$ cat config.mk
export PLATFORM = sky130hd
export DESIGN_NAME = tsc_timer
export DESIGN_NICKNAME = d
export VERILOG_FILES = /design/src/rtl/tsc_pkg.sv /design/src/rtl/tsc_regfile.sv /design/src/rtl/tsc_corr_sched.sv /design/src/rtl/tsc_count_core.sv /design/src/rtl/tsc_timer.sv
export SDC_FILE = /design/constraint.sdc
export NUM_CORES = 1
export LEC_CHECK = 0
export ABC_AREA = 0
export BUFFER_PORTS_ARGS = -buffer_cell sky130_fd_sc_hd__buf_2
export CORE_MARGIN = 5
export CORE_UTILIZATION = 40
export DETAILED_ROUTE_END_ITERATION = 12
export PLACE_DENSITY = 0.53
export SYNTH_ARGS = -nofsm -noshare
export SYNTH_HDL_FRONTEND = slang
export SYNTH_SLANG_ARGS = --single-unit
$ cat constraint.sdc
create_clock -name clk -period 14.2 [get_ports clk]
set_input_delay 0.71 -clock clk [delete_from_list [all_inputs] [get_ports clk]]
set_output_delay 0.71 -clock clk [all_outputs]
set_load 0.02 [all_outputs]
$ cat src/rtl/tsc_pkg.sv
package tsc_pkg;
  // control bit positions
  localparam int unsigned CTL_RUN   = 0;
  localparam int unsigned CTL_WEN0  = 4;
  localparam int unsigned CTL_WEN1  = 5;
  localparam int unsigned CTL_EVT   = 7;
  localparam int unsigned CTL_CAP   = 11;
  // lsb of correction increment field inside the increment register
  localparam int unsigned CORR_LSB  = 8;

  typedef enum logic [2:0] {
    TSC_A_CTRL   = 3'd0,
    TSC_A_TIME   = 3'd1,
    TSC_A_PERIOD = 3'd2,
    TSC_A_CORR   = 3'd3,
    TSC_A_INC    = 3'd4
  } tsc_addr_e;
endpackage

$ cat src/rtl/tsc_regfile.sv
module tsc_regfile
  import tsc_pkg::*;
#(
  parameter int unsigned DATA_W = 32,
  parameter int unsigned CNT_W  = 32,
  parameter int unsigned INC_W  = 7,
  parameter int unsigned ADDR_W = 3
) (
  input  logic              clk,
  input  logic              rst,
  input  logic              wr_en,
  input  logic              rd_en,
  input  logic [ADDR_W-1:0] addr,
  input  logic [DATA_W-1:0] wdata,
  input  logic [CNT_W-1:0]  live_cnt,
  output logic [DATA_W-1:0] rdata,
  output logic              run,
  output logic              wrap_en,
  output logic              evt_en,
  output logic              cap_pend,
  output logic [CNT_W-1:0]  period,
  output logic [DATA_W-1:0] corr_per,
  output logic [INC_W-1:0]  base_inc,
  output logic [INC_W-1:0]  corr_inc,
  output logic              load_stb,
  output logic [CNT_W-1:0]  load_val,
  output logic              corr_restart
);
  localparam int unsigned PAD_W = DATA_W - CNT_W;

  logic              run_q, evt_q, cap_q;
  logic [1:0]        wen_q;
  logic [CNT_W-1:0]  period_q, tcap_q;
  logic [DATA_W-1:0] corr_q, rdata_q, rd_mux, ctrl_word, inc_word;
  logic [INC_W-1:0]  binc_q, cinc_q;

  logic hit_ctrl, hit_time, hit_per, hit_corr, hit_inc;
  assign hit_ctrl = (addr == ADDR_W'(TSC_A_CTRL));
  assign hit_time = (addr == ADDR_W'(TSC_A_TIME));
  assign hit_per  = (addr == ADDR_W'(TSC_A_PERIOD));
  assign hit_corr = (addr == ADDR_W'(TSC_A_CORR));
  assign hit_inc  = (addr == ADDR_W'(TSC_A_INC));

  always_comb begin
    ctrl_word = '0;
    ctrl_word[CTL_RUN]  = run_q;
    ctrl_word[CTL_WEN0] = wen_q[0];
    ctrl_word[CTL_WEN1] = wen_q[1];
    ctrl_word[CTL_EVT]  = evt_q;
    ctrl_word[CTL_CAP]  = cap_q;
    inc_word = '0;
    inc_word[INC_W-1:0] = binc_q;
    inc_word[CORR_LSB +: INC_W] = cinc_q;
  end

  always_comb begin
    rd_mux = '0;
    if (hit_ctrl)      rd_mux = ctrl_word;
    else if (hit_time) rd_mux = {{PAD_W{1'b0}}, tcap_q};
    else if (hit_per)  rd_mux = {{PAD_W{1'b0}}, period_q};
    else if (hit_corr) rd_mux = corr_q;
    else if (hit_inc)  rd_mux = inc_word;
  end

  always_ff @(posedge clk) begin
    if (rst) begin
      run_q    <= 1'b0;
      evt_q    <= 1'b0;
      cap_q    <= 1'b0;
      wen_q    <= 2'b00;
      period_q <= '0;
      tcap_q   <= '0;
      corr_q   <= '0;
      binc_q   <= '0;
      cinc_q   <= '0;
      rdata_q  <= '0;
    end else begin
      if (cap_q) begin
        tcap_q <= live_cnt;
        cap_q  <= 1'b0;
      end
      if (wr_en) begin
        if (hit_ctrl) begin
          run_q <= wdata[CTL_RUN];
          wen_q <= {wdata[CTL_WEN1], wdata[CTL_WEN0]};
          evt_q <= wdata[CTL_EVT];
          cap_q <= wdata[CTL_CAP];
        end
        if (hit_per)  period_q <= wdata[CNT_W-1:0];
        if (hit_corr) corr_q   <= wdata;
        if (hit_inc) begin
          binc_q <= wdata[INC_W-1:0];
          cinc_q <= wdata[CORR_LSB +: INC_W];
        end
      end
      if (rd_en) rdata_q <= rd_mux;
    end
  end

  assign rdata        = rdata_q;
  assign run          = run_q;
  assign wrap_en      = &wen_q;
  assign evt_en       = evt_q;
  assign cap_pend     = cap_q;
  assign period       = period_q;
  assign corr_per     = corr_q;
  assign base_inc     = binc_q;
  assign corr_inc     = cinc_q;
  assign load_stb     = wr_en & hit_time;
  assign load_val     = wdata[CNT_W-1:0];
  assign corr_restart = wr_en & hit_corr;
endmodule

$ cat src/rtl/tsc_corr_sched.sv
module tsc_corr_sched #(
  parameter int unsigned SCH_W = 32
) (
  input  logic             clk,
  input  logic             rst,
  input  logic             step,
  input  logic             restart,
  input  logic [SCH_W-1:0] corr_per,
  output logic             use_corr
);
  logic [SCH_W-1:0] tick_cnt_q;
  logic             active;

  assign active   = (corr_per != '0);
  assign use_corr = active && (tick_cnt_q == corr_per);

  always_ff @(posedge clk) begin
    if (rst) begin
      tick_cnt_q <= '0;
    end else if (restart || !active) begin
      tick_cnt_q <= '0;
    end else if (step) begin
      if (use_corr) tick_cnt_q <= '0;
      else          tick_cnt_q <= tick_cnt_q + 1'b1;
    end
  end
endmodule

$ cat src/rtl/tsc_count_core.sv
module tsc_count_core #(
  parameter int unsigned CNT_W = 32,
  parameter int unsigned INC_W = 7
) (
  input  logic             clk,
  input  logic             rst,
  input  logic             step,
  input  logic [INC_W-1:0] inc_val,
  input  logic             load,
  input  logic [CNT_W-1:0] load_val,
  input  logic [CNT_W-1:0] period,
  input  logic             wrap_en,
  input  logic             evt_en,
  output logic [CNT_W-1:0] cnt,
  output logic             wrap,
  output logic             evt
);
  localparam int unsigned EXT_W = CNT_W + 1;

  logic [CNT_W-1:0] cnt_q;
  logic             wrap_q, evt_q;
  logic [EXT_W-1:0] sum, rem;
  logic             hit;

  assign sum = {1'b0, cnt_q} + {{(EXT_W-INC_W){1'b0}}, inc_val};
  assign rem = sum - {1'b0, period};
  assign hit = wrap_en && (sum >= {1'b0, period});

  always_ff @(posedge clk) begin
    if (rst) begin
      cnt_q  <= '0;
      wrap_q <= 1'b0;
      evt_q  <= 1'b0;
    end else if (load) begin
      cnt_q  <= load_val;
      wrap_q <= 1'b0;
      evt_q  <= 1'b0;
    end else if (step) begin
      cnt_q  <= hit ? rem[CNT_W-1:0] : sum[CNT_W-1:0];
      wrap_q <= hit;
      evt_q  <= hit & evt_en;
    end else begin
      wrap_q <= 1'b0;
      evt_q  <= 1'b0;
    end
  end

  assign cnt  = cnt_q;
  assign wrap = wrap_q;
  assign evt  = evt_q;
endmodule

$ cat src/rtl/tsc_timer.sv
module tsc_timer #(
  parameter int unsigned DATA_W = 32,
  parameter int unsigned CNT_W  = 32,
  parameter int unsigned INC_W  = 7,
  parameter int unsigned ADDR_W = 3
) (
  input  logic              clk,
  input  logic              rst,
  input  logic              tick_i,
  input  logic              wr_en_i,
  input  logic              rd_en_i,
  input  logic [ADDR_W-1:0] addr_i,
  input  logic [DATA_W-1:0] wdata_i,
  output logic [DATA_W-1:0] rdata_o,
  output logic [CNT_W-1:0]  count_o,
  output logic              wrap_o,
  output logic              cmp_evt_o
);
  logic              run_w, wrap_en_w, evt_en_w, cap_pend_w;
  logic              load_w, restart_w, use_corr_w, step_w;
  logic [CNT_W-1:0]  period_w, load_val_w;
  logic [DATA_W-1:0] corr_per_w;
  logic [INC_W-1:0]  base_inc_w, corr_inc_w, inc_sel_w;

  tsc_regfile #(.DATA_W(DATA_W), .CNT_W(CNT_W), .INC_W(INC_W), .ADDR_W(ADDR_W)) u_regs (
    .clk(clk), .rst(rst), .wr_en(wr_en_i), .rd_en(rd_en_i), .addr(addr_i),
    .wdata(wdata_i), .live_cnt(count_o), .rdata(rdata_o), .run(run_w),
    .wrap_en(wrap_en_w), .evt_en(evt_en_w), .cap_pend(cap_pend_w),
    .period(period_w), .corr_per(corr_per_w), .base_inc(base_inc_w),
    .corr_inc(corr_inc_w), .load_stb(load_w), .load_val(load_val_w),
    .corr_restart(restart_w)
  );

  assign step_w    = tick_i & run_w & ~load_w;
  assign inc_sel_w = use_corr_w ? corr_inc_w : base_inc_w;

  tsc_corr_sched #(.SCH_W(DATA_W)) u_sched (
    .clk(clk), .rst(rst), .step(step_w), .restart(restart_w),
    .corr_per(corr_per_w), .use_corr(use_corr_w)
  );

  tsc_count_core #(.CNT_W(CNT_W), .INC_W(INC_W)) u_core (
    .clk(clk), .rst(rst), .step(step_w), .inc_val(inc_sel_w), .load(load_w),
    .load_val(load_val_w), .period(period_w), .wrap_en(wrap_en_w),
    .evt_en(evt_en_w), .cnt(count_o), .wrap(wrap_o), .evt(cmp_evt_o)
  );
endmodule

==> results.ini, run 1 <==
[detailed_routing]
routedWlPerCell_um=21.0
wirelength_um=41300
drtIter0Drc=937
routed_via_density=5.63
dr.pass1.iters=5
drc=0
vias=11088
postRouteAntennaNets=0

[finish]
drive_gt1_share_pct=12.8
finish.net_count=1645
regArea_um2=4270
syn2layout_area_growth_pct=13.5
fin_util_pct=46.2
fillers=2973
multi_input_area_um2=7270
num_antenna_cells=0
post-route-cell-area_um2=13700

[logic_synthesis]
ys_types=73
yosysWarningCount=0
syn-cell-area_um2=12100
synth_ff_type=dfxtp_1
synth_seq_area_share_pct=35.3
ys_seq_elements=213
avgSynthCellArea_um2=8.00
synth_edf_count=0
synth_fp_nets=1593
async_flop_share_pct=0
synth_cells=1511

[placement]
place_area_um2=12900
hpwl_um=30800
port_buffers=105
gp_congestion=0.906

[cts]
clkTransAtPathRegs_ps=60
cts_tree=done
cts_made_buffers=24
ctsResizeCount=0
cts_max_level=1
root_buffer=clkbuf_16
clock-sinks=213
hold_buffers=0
cts_setup_buffers=0
ctsLongestPathBuffers=3
worstSkewPairLatency_ps=520

[sta]
worstMarginPinSlew_ps=1220
fin_crit_sh_pct=55.8
setup_violations=0
hold_viol_final=0
rsz0062_at_grt=false
fin_tns_setup_ps=0
maxSlewHeadroom_pct=17.9
finClkSkew_ps=8.41
maxSlewViolCount=0
clock.fmax_mhz=126
fin_crit_ps=7920

[setup_path]
critPathKind=register to register
cp.required_ps=14570
arrival_ps=8290
end_kind=register
crit_chain=xor2_1, nor4_1, nand4_1, nor3_1, mux2_2, ha_1, a21oi_1, nand4b_1, and3_1, or3b_2, or4_1, nor2_1, xor2_1, ha_1, nand3_1, or4_1, a21oi_1, o22ai_2, a211oi_4, buf_4, mux2i_1, o22ai_1
critPathMaxFanout=20
max_stage_delay_ps=950
critPathSlowestCell=nor3_1
cp-start-kind=register

[global_routing]
grt_max_degree=97
overflow=0
grt_pass1_vias=10346
grt_pass1_wl_um=63900
antenna_found_initial=0
grt_use_total_pct=23.8

[power_and_ir_drop]
p_leak_nw=5.34
powerDensity_nw_per_um2=112
ir_drop_mv=0.0556

[floorplanning]
coreArea_um2=29700
design.portCount=106
start_util_pct=40.7
num_rows=63
fp.dieW_um=184
fp.dieH_um=184
dieArea_um2=33800

[worst_hold_path]
hold_class=register to register

[run_status]
status=finished clean

[flow_run]
drv_cap=0

## flip-flops by register name, indices dropped and copies added, names as in the netlist
register	flops
u_sched.tick_cnt_q	32
u_regs.wen_q	2
u_regs.corr_per	32
u_regs.base_inc	7
u_regs.evt_en	1
u_regs.period	32
u_regs.cap_pend	1
u_core.evt	1
u_core.wrap	1
u_regs.tcap_q	32
u_core.cnt	32
u_regs.corr_inc	7
u_regs.rdata	32
u_regs.run	1
## layout make-up
class / count / area share, %
Timing Repair Buffer: 121 / 4.75
Clock inverter: 8 / 0.866
Sequential cell: 213 / 31.1
Multi-Input combinational cell: 1154 / 53.0
Tap cell: 390 / 3.56
Inverter: 49 / 1.34
Clock buffer: 36 / 5.44
## worst max-delay path: cells and delay by family (launching register included)
family	cells	cell delay [ps]
and+or+nand+nor	10	3920
AOI/OAI and AO/OA	5	1230
muxes	2	750
adders and majority gates	2	720
buffers and inverters	1	470
DFF	1	460
xor gates and xnor gates	2	220
## stage by stage
| stage | instances | worst slack [ps] | total power [W] | hold WS (ps) |
|---|---|---|---|---|
| after global routing | 1971 | 5770 | 0.00159 | 469 |
| after global placement | 1927 | 6460 | 0.000874 | 462 |
| after detailed placement | 1927 | 6360 | 0.000873 | 468 |
| final | 1971 | 6280 | 0.00154 | 477 |
| after CTS | 1971 | 6320 | 0.00155 | 459 |
| after floorplan | 1511 | 7740 | 0.000798 | 446 |
## power by group
group	total, W	switching [W]	internal [W]	leakage (nW)
Combinational	0.000241	0.000151	0.0000906	3.19
Clock	0.000674	0.000257	0.000417	0.431
Sequential	0.000620	0.0000129	0.000607	1.72
Total	0.00154	0.000421	0.00112	5.34
## cells in the mapped netlist (12+ instances only)
cell	instances	area share, %
mux2_2	17	1.6
mux2i_1	63	5.2
dfxtp_1	213	35
o21ai_0	47	1.9
clkbuf_1	73	2.3
nand3_1	28	1.2
xnor2_1	45	3.3
a22oi_1	58	3.6
a2bb2oi_1	18	1.3
nor4_1	18	0.93
buf_1	14	0.43
nand2_1	238	7.4
nor3_1	20	0.83
a211oi_1	14	0.87
nand4_1	20	1.0
a21oi_1	134	5.5
and3_1	12	0.62
o22ai_1	26	1.3
xor2_1	71	5.1
ha_1	40	4.1
inv_1	49	1.5
nor2_1	168	5.2
## cells by family (layout without fill, tap and decap cells)
kind of cell	after synthesis	count (layout)	synth area share, %
fa+ha+maj	42	42	4.47
buf+inv	144	214	4.79
compound gates	356	356	19.1
mux	85	85	7.73
simple gates	555	555	20.2
flops	213	213	35.3
xor+xnor	116	116	8.40
## layer usage
metal  up-vias  global-route usage [%]  share of wire [%]
li1       5400                       -                  -
met1      5268                    37.6                 50
met2       372                    33.6                 41
met3        48                    3.86                7.1
met4         0                    5.15                2.0
met5         -                       0                  0
## layout by cell type (no fill, tap or decap), types with 17 or more instances in the layout
| cell | count |
|---|---|
| nand2_1 | 238 |
| dfxtp_1 | 212 |
| nor2_1 | 168 |
| a21oi_1 | 133 |
| buf_2 | 104 |
| xor2_1 | 71 |
| mux2i_1 | 63 |
| a22oi_1 | 58 |
| inv_1 | 49 |
| o21ai_0 | 47 |
| xnor2_1 | 45 |
| ha_1 | 40 |
| nand3_1 | 28 |
| o22ai_1 | 26 |
| clkbuf_16 | 25 |
| nand4_1 | 20 |
| nor3_1 | 20 |
| nor4_1 | 18 |
| a2bb2oi_1 | 18 |
| mux2_2 | 17 |
## final timing paths
path	startpoint	end	slack [ps]	cells after the start
setup / recovery	u_sched.tick_cnt_q[2]	u_core.cnt[18]	6280	22
hold / removal	u_regs.rdata[0]	u_regs.rdata[0]	480	2
setup reg to reg	u_sched.tick_cnt_q[2]	u_core.cnt[18]	6280	22
hold reg to reg	u_regs.rdata[0]	u_regs.rdata[0]	480	2
Note: power is estimated with default switching activity, not from simulation.
==> run 2: changes to the inputs <==
--- a/config.mk
+++ b/config.mk
@@ -5,12 +5,12 @@
 export SDC_FILE = /design/constraint.sdc
 export NUM_CORES = 1
 export LEC_CHECK = 0
-export ABC_AREA = 0
+export ABC_AREA = 1
 export BUFFER_PORTS_ARGS = -buffer_cell sky130_fd_sc_hd__buf_2
 export CORE_MARGIN = 5
 export CORE_UTILIZATION = 40
 export DETAILED_ROUTE_END_ITERATION = 12
-export PLACE_DENSITY = 0.53
+export PLACE_DENSITY = 0.55
 export SYNTH_ARGS = -nofsm -noshare
 export SYNTH_HDL_FRONTEND = slang
 export SYNTH_SLANG_ARGS = --single-unit
==> constraint.sdc (replaced) <==
create_clock -name clk -period 7.05 [get_ports clk]
set_input_delay 0.3525 -clock clk [delete_from_list [all_inputs] [get_ports clk]]
set_output_delay 0.3525 -clock clk [all_outputs]
set_load 0.02 [all_outputs]
==> run 2 against run 1 <==
Net effect:
- clock power grew 90%
- total power up 120%
- die area rose by 10%
- maximum frequency grew 21%
- via count rose by 25%
- sequential share of layout area shrank 2.8 points
- synthesized cell count is 41% higher
- largest cell class unchanged
- worst hold slack lost 360 ps
==> results.ini, run 2 <==
[cts]
cts_tree=done
clkTransAtPathRegs_ps=60  ; about the same
ctsLongestPathBuffers=3  ; unchanged
ctsResizeCount=0  ; unchanged
hold_buffers=0  ; unchanged
clock-sinks=213  ; unchanged
cts_made_buffers=25  ; +4.2%
worstSkewPairLatency_ps=540  ; +20 ps
cts_setup_buffers=0  ; unchanged
root_buffer=clkbuf_16
cts_max_level=1  ; unchanged

[setup_path]
ff2ff_path_depth=38  ; +73%
cp-start-kind=register
critPathSlowestCell=fa_1
critPathMaxFanout=19  ; -5.0%
arrival_ps=6910  ; -1380 ps
max_stage_delay_ps=400  ; -550 ps
critPathKind=register to register
crit_top_cell=nand2_1
end_kind=register
cp.required_ps=7430  ; -7140 ps

[detailed_routing]
wirelength_um=48500  ; +17%
drc=0  ; unchanged
dr.pass1.iters=5  ; unchanged
postRouteAntennaNets=0  ; unchanged
routedWlPerCell_um=18.3  ; -13%
vias=13908  ; +25%
drtIter0Drc=1209  ; +29%
routed_via_density=5.24  ; -6.8%

[finish]
post-route-cell-area_um2=15100  ; +9.7%
fin_util_pct=45.1  ; -1.0 points
final_common_cell=nand2_1
finish.net_count=2271  ; +38%
drive_gt1_share_pct=8.34  ; -4.5 points
num_antenna_cells=0  ; unchanged
syn2layout_area_growth_pct=12.2
final_cell_mix=nand2_1, inv_1, a21oi_1

[sta]
fin_tns_setup_ps=0  ; unchanged
worstMarginPinSlew_ps=1170  ; -50.7 ps
setup_violations=0  ; unchanged
maxSlewHeadroom_pct=21.7  ; +3.8 points
maxSlewViolCount=0  ; unchanged
fin_crit_sh_pct=92.7  ; +37 points
fin_crit_ps=6540  ; -1380 ps
hold_viol_final=0  ; unchanged
rsz0062_at_grt=false
clock.fmax_mhz=153  ; +21%
worst_slack_ps=512  ; -5770 ps
finClkSkew_ps=22.7  ; +14.2 ps

[worst_hold_path]
min_path_cells=3  ; +1
hold_class=input port to register

[floorplanning]
fp.dieW_um=193  ; +5.1%
start_util_pct=40.2  ; -0.47 points
fp.dieH_um=193  ; +5.1%
design.portCount=106  ; unchanged
dieArea_um2=37300  ; +10%
coreArea_um2=33400  ; +12%
num_rows=67  ; +6.3%

[logic_synthesis]
synth_top_family_by_area=simple AND/OR/NAND/NOR gates
synth_common_cells=nand2_1, inv_1, a21oi_1, dfxtp_1, o21ai_0
async_flop_share_pct=0  ; unchanged
yosysTopAreaCell=dfxtp_1
muxShareOfSynthArea_pct=0  ; -7.7 points
synth_most_common_cell=nand2_1
synth_ff_type=dfxtp_1
synth-xor-area-share_pct=4.24  ; -4.2 points
synth_area_leaders=dfxtp_1, nand2_1, inv_1, a21oi_1, o21ai_0
syn-cell-area_um2=13400  ; +11%
synthAdderAreaFrac_pct=4.03  ; -0.44 points
avgSynthCellArea_um2=6.30  ; -21%
synth_edf_count=0  ; unchanged
synth_seq_area_share_pct=31.8  ; -3.5 points
synth_compound_area_share_pct=18.1  ; -1.0 points
ys_types=42  ; -42%
synthSimpleGateAreaFrac_pct=27.3  ; +7.1 points
synth_top_area_share_pct=31.8  ; -3.5 points
ys_seq_elements=213  ; unchanged
yosysWarningCount=0  ; unchanged
synth_cells=2131  ; +41%
synth_fp_nets=2213  ; +39%

[placement]
pre_cts_ws_ps=179  ; -6180 ps
place_area_um2=14200  ; +11%
gp_congestion=0.954  ; +5.3%
port_buffers=105  ; unchanged
hpwl_um=37400  ; +21%

[global_routing]
grt_use_total_pct=25.3  ; +1.5 points
overflow=0  ; unchanged
antenna_found_initial=0  ; unchanged
grt_pass1_wl_um=74000  ; +16%
grt_max_degree=117  ; +21%
grt_pass1_vias=12888  ; +25%

[run_status]
status=finished clean

[power_and_ir_drop]
p_leak_nw=7.05  ; +32%
powerDensity_nw_per_um2=228  ; +100%
ir_drop_mv=0.153  ; +180%

[flow_run]
drv_cap=0  ; unchanged

run 2: cell types whose count changed in the layout (fill, tap and decap cells not counted), moves of 58 or more:
| cell | before | now |
|---|---|---|
| nand2_1 | 238 | 499 |
| o21ai_0 | 47 | 141 |
| a21oi_1 | 133 | 221 |
| nand3_1 | 28 | 116 |
| inv_1 | 49 | 413 |
| mux2i_1 | 63 | 0 |
| a22oi_1 | 58 | 0 |
run 2: worst max-delay path: cells and delay by family (launching register included):
family          cells  cell delay (ps)
fa+ha+maj           3             1000
buf+inv             5              320
xor+xnor            1              220
flops               1              360
simple gates       26             3860
compound gates      3              640
run 2: per-stage QoR:
step,total power [W],hold WS [ps],instances
CTS,0.00343,105,2653
finish,0.00343,115,2654
floorplan,0.00190,439,2131
global route,0.00361,113,2654
detailed placement,0.00216,453,2609
global placement,0.00216,450,2609
run 2: power by group:
| part | internal (W) | leakage (nW) | switching, W | total (W) |
|---|---|---|---|---|
| combinational | 0.000275 | 4.92 | 0.000625 | 0.000900 |
| clock | 0.000749 | 0.395 | 0.000526 | 0.00128 |
| sequential | 0.00123 | 1.73 | 0.0000265 | 0.00126 |
run 2: area by class of cell:
cell class,count,area (um2)
fillers,3641,18300
multi-input cells,1414,7250
flip-flops and latches,213,4270
inverters,418,1570
clock buffers,36,727
repair buffers,117,616
well taps,448,561
clock inverters,8,71.3
run 2: worst paths after layout:
| path | from | to | slack [ps] |
|---|---|---|---|
| max | u_sched.tick_cnt_q[19] | u_core.cnt[4] | 510 |
| min | wdata_i[5] | u_regs.wen_q[1] | 120 |
| max reg2reg | u_sched.tick_cnt_q[19] | u_core.cnt[4] | 510 |
| min reg2reg | u_regs.rdata[19] | u_regs.rdata[19] | 460 |
run 2: cell families (layout without fill, tap and decap cells):
kind of cell    count (synthesis)  count (layout)
compound gates                447             447
xor+xnor                       65              65
fa+ha+maj                      42              42
buf+inv                       505             579
flops                         213             213
simple gates                  859             860
run 2: per-layer routing:
metal	vias to the layer above	share of wire [%]	track usage [%]	routed length [um]
li1	6938	-	-	-
met1	6460	48	38.4	23500
met2	460	43	38.4	20700
met3	50	6.8	2.81	3300
met4	0	2.0	5.86	992
met5	-	0	0	0
==> run 3: changes to the inputs <==
--- a/config.mk
+++ b/config.mk
@@ -8,9 +8,9 @@
 export ABC_AREA = 1
 export BUFFER_PORTS_ARGS = -buffer_cell sky130_fd_sc_hd__buf_2
 export CORE_MARGIN = 5
-export CORE_UTILIZATION = 40
+export CORE_UTILIZATION = 55
 export DETAILED_ROUTE_END_ITERATION = 12
-export PLACE_DENSITY = 0.55
+export PLACE_DENSITY = 0.73
 export SYNTH_ARGS = -nofsm -noshare
 export SYNTH_HDL_FRONTEND = slang
 export SYNTH_SLANG_ARGS = --single-unit
==> run 3 against run 2 <==
Net effect:
- die area down 26%
- clock power down 4%
- maximum frequency up 0.66%
- utilization up 16 points
- worst hold slack better by 29 ps
- final cell count down 4.8%
- clock-buffer cell count up 1
- sequential cell count unchanged
- global-route usage up 6.7 points
- via count up 1.5%
- sequential power about the same
- highest routed layer unchanged
- worst setup slack better by 43 ps
==> results.ini, run 3 (synthesis results as in run 2) <==
[finish]
instances_no_fill=2526  ; -4.8%
fin_util_pct=61.4  ; +16 points
final_cell_mix=nand2_1, inv_1, a21oi_1
num_antenna_cells=0  ; unchanged
syn2layout_area_growth_pct=10.6
final_common_cell=nand2_1
drive_gt1_share_pct=8.04  ; -0.30 points
finish.net_count=2266  ; -0.22%
fillers=2415  ; -34%

[detailed_routing]
met3_length_um=3910  ; +19%
drtIter0Drc=1838  ; +52%
dr.pass1.iters=6  ; +1
wl_met2_um=20200  ; -2.4%
vias=14121  ; +1.5%
wl_met1_um=20800  ; -11%
routedWlPerCell_um=18.2  ; -0.20%
postRouteAntennaNets=0  ; unchanged
top_layer=met4
wirelength_um=46100  ; -5.0%
routed_via_density=5.59  ; +6.7%
drc=0  ; unchanged

[run_status]
status=finished clean

[sta]
fin_tns_setup_ps=0  ; unchanged
clock.fmax_mhz=154  ; +0.66%
worstMarginPinSlew_ps=1130  ; -38.9 ps
setup_violations=0  ; unchanged
hold_ws_ps=144  ; +28.6 ps
maxSlewHeadroom_pct=24.3  ; +2.6 points
hold_viol_final=0  ; unchanged
finClkSkew_ps=12.2  ; -10.5 ps
fin_crit_ps=6500  ; -42.9 ps
rsz0062_at_grt=false
fin_crit_sh_pct=92.1  ; -0.61 points
maxSlewViolCount=0  ; unchanged

[setup_path]
max_stage_delay_ps=440  ; +40 ps
critPathMaxFanout=34  ; +15
end_kind=register
crit_top_cell=nand2_1
cp.required_ps=7490  ; +60 ps
arrival_ps=6930  ; +20 ps
cp-start-kind=register
critPathKind=register to register
critPathSlowestCell=a21oi_1

[power_and_ir_drop]
power_frac_seq_pct=37.4  ; +0.8 points
p_leak_nw=7.00  ; -0.61%
p_comb_share_pct=26.1  ; about the same
ir_drop_mv=0.171  ; +11%
p_switching_w=0.00114  ; -2.9%
powerDensity_nw_per_um2=227  ; -0.48%
p_int_w=0.00222  ; -1.4%
clockPowerShare_pct=36.6  ; -0.5 points
swShare_pct=33.9  ; -0.33 points

[cts]
clock-sinks=213  ; unchanged
cts_setup_buffers=0  ; unchanged
ctsResizeCount=0  ; unchanged
clkTransAtPathRegs_ps=60  ; about the same
root_buffer=clkbuf_16
cts_max_level=1  ; unchanged
worstSkewPairLatency_ps=520  ; -20 ps
cts_tree=done
hold_buffers=0  ; unchanged
cts_made_buffers=24  ; -4.0%
ctsLongestPathBuffers=3  ; unchanged

[floorplanning]
fp.dieH_um=166  ; -14%
design.portCount=106  ; unchanged
fp.dieW_um=166  ; -14%
coreArea_um2=24200  ; -28%
start_util_pct=55.5  ; +15 points
dieArea_um2=27600  ; -26%
num_rows=57  ; -15%

[global_routing]
overflow=0  ; unchanged
antenna_found_initial=0  ; unchanged
grt_pass1_vias=13048  ; +1.2%
grt_use_total_pct=32.0  ; +6.7 points
grt_pass1_wl_um=72200  ; -2.5%
grt_max_degree=84  ; -28%

[placement]
dp_cells=2481  ; -4.9%
hpwl_um=35200  ; -5.8%
port_buffers=105  ; unchanged
gp_congestion=0.960  ; +0.58%

[flow_run]
drv_cap=0  ; unchanged

[worst_hold_path]
hold_class=input port to register

[run 3: cell count changes in the layout (fill, tap and decap cells not counted)]
cell,before,now
a21oi_2,0,1
nand2_4,3,2
clkbuf_1,5,9
a21oi_1,221,220
buf_4,12,8
clkinv_2,5,6
inv_2,3,2
nand3_2,1,2
inv_6,1,0
clkbuf_8,6,3
[run 3: final cells by class]
class | count | area (um2) | area share [%]
clock buffers | 37 | 701 | 4.72
well taps | 324 | 405 | 2.73
multi-input cells | 1414 | 7260 | 48.9
flip-flops and latches | 213 | 4270 | 28.7
repair buffers | 113 | 586 | 3.94
clock inverters | 7 | 62.6 | 0.421
inverters | 418 | 1570 | 10.6
[run 3: worst paths after layout]
check | start | to | slack (ps) | cells after the start
setup / recovery | u_regs.corr_per[19] | u_core.cnt[19] | 550 | 32
hold / removal | wdata_i[11] | u_regs.corr_inc[3] | 140 | 3
setup reg to reg | u_regs.corr_per[19] | u_core.cnt[19] | 550 | 32
hold reg to reg | u_regs.rdata[10] | u_regs.rdata[10] | 460 | 2
[run 3: per-stage QoR]
stage	total power (W)	cell area, um2	setup WS [ps]
after floorplan	0.00190	13400	2090
after detailed placement	0.00213	14000	236
after global routing	0.00353	14800	41.3
after CTS	0.00334	14800	186
after global placement	0.00212	14000	286
final	0.00337	14800	555
[run 3: metal layers]
layer / up-vias / track usage (%)
met5: - / 0
met2: 674 / 50.5
met4: 0 / 8.61
li1: 6935 / -
met3: 68 / 3.95
met1: 6444 / 46.3
[run 3: critical path: cells and delay by family (launching register included)]
| family | cells | cell delay, ps |
|---|---|---|
| DFF | 1 | 370 |
| adders and majority gates | 3 | 1050 |
| buffers and inverters | 5 | 380 |
| AOI/OAI and AO/OA | 3 | 760 |
| and+or+nand+nor | 20 | 3540 |
| xor gates and xnor gates | 1 | 290 |
[run 3: power by group through the flow]
| stage | Clock [W] | Combinational [W] | Sequential (W) |
|---|---|---|---|
| final | 0.00123 | 0.000879 | 0.00126 |
| after floorplan | 0 | 0.000616 | 0.00128 |
| after global placement | 0 | 0.000841 | 0.00128 |
| after detailed placement | 0 | 0.000849 | 0.00128 |
| after CTS | 0.00123 | 0.000852 | 0.00126 |
| after global routing | 0.00129 | 0.000980 | 0.00126 |
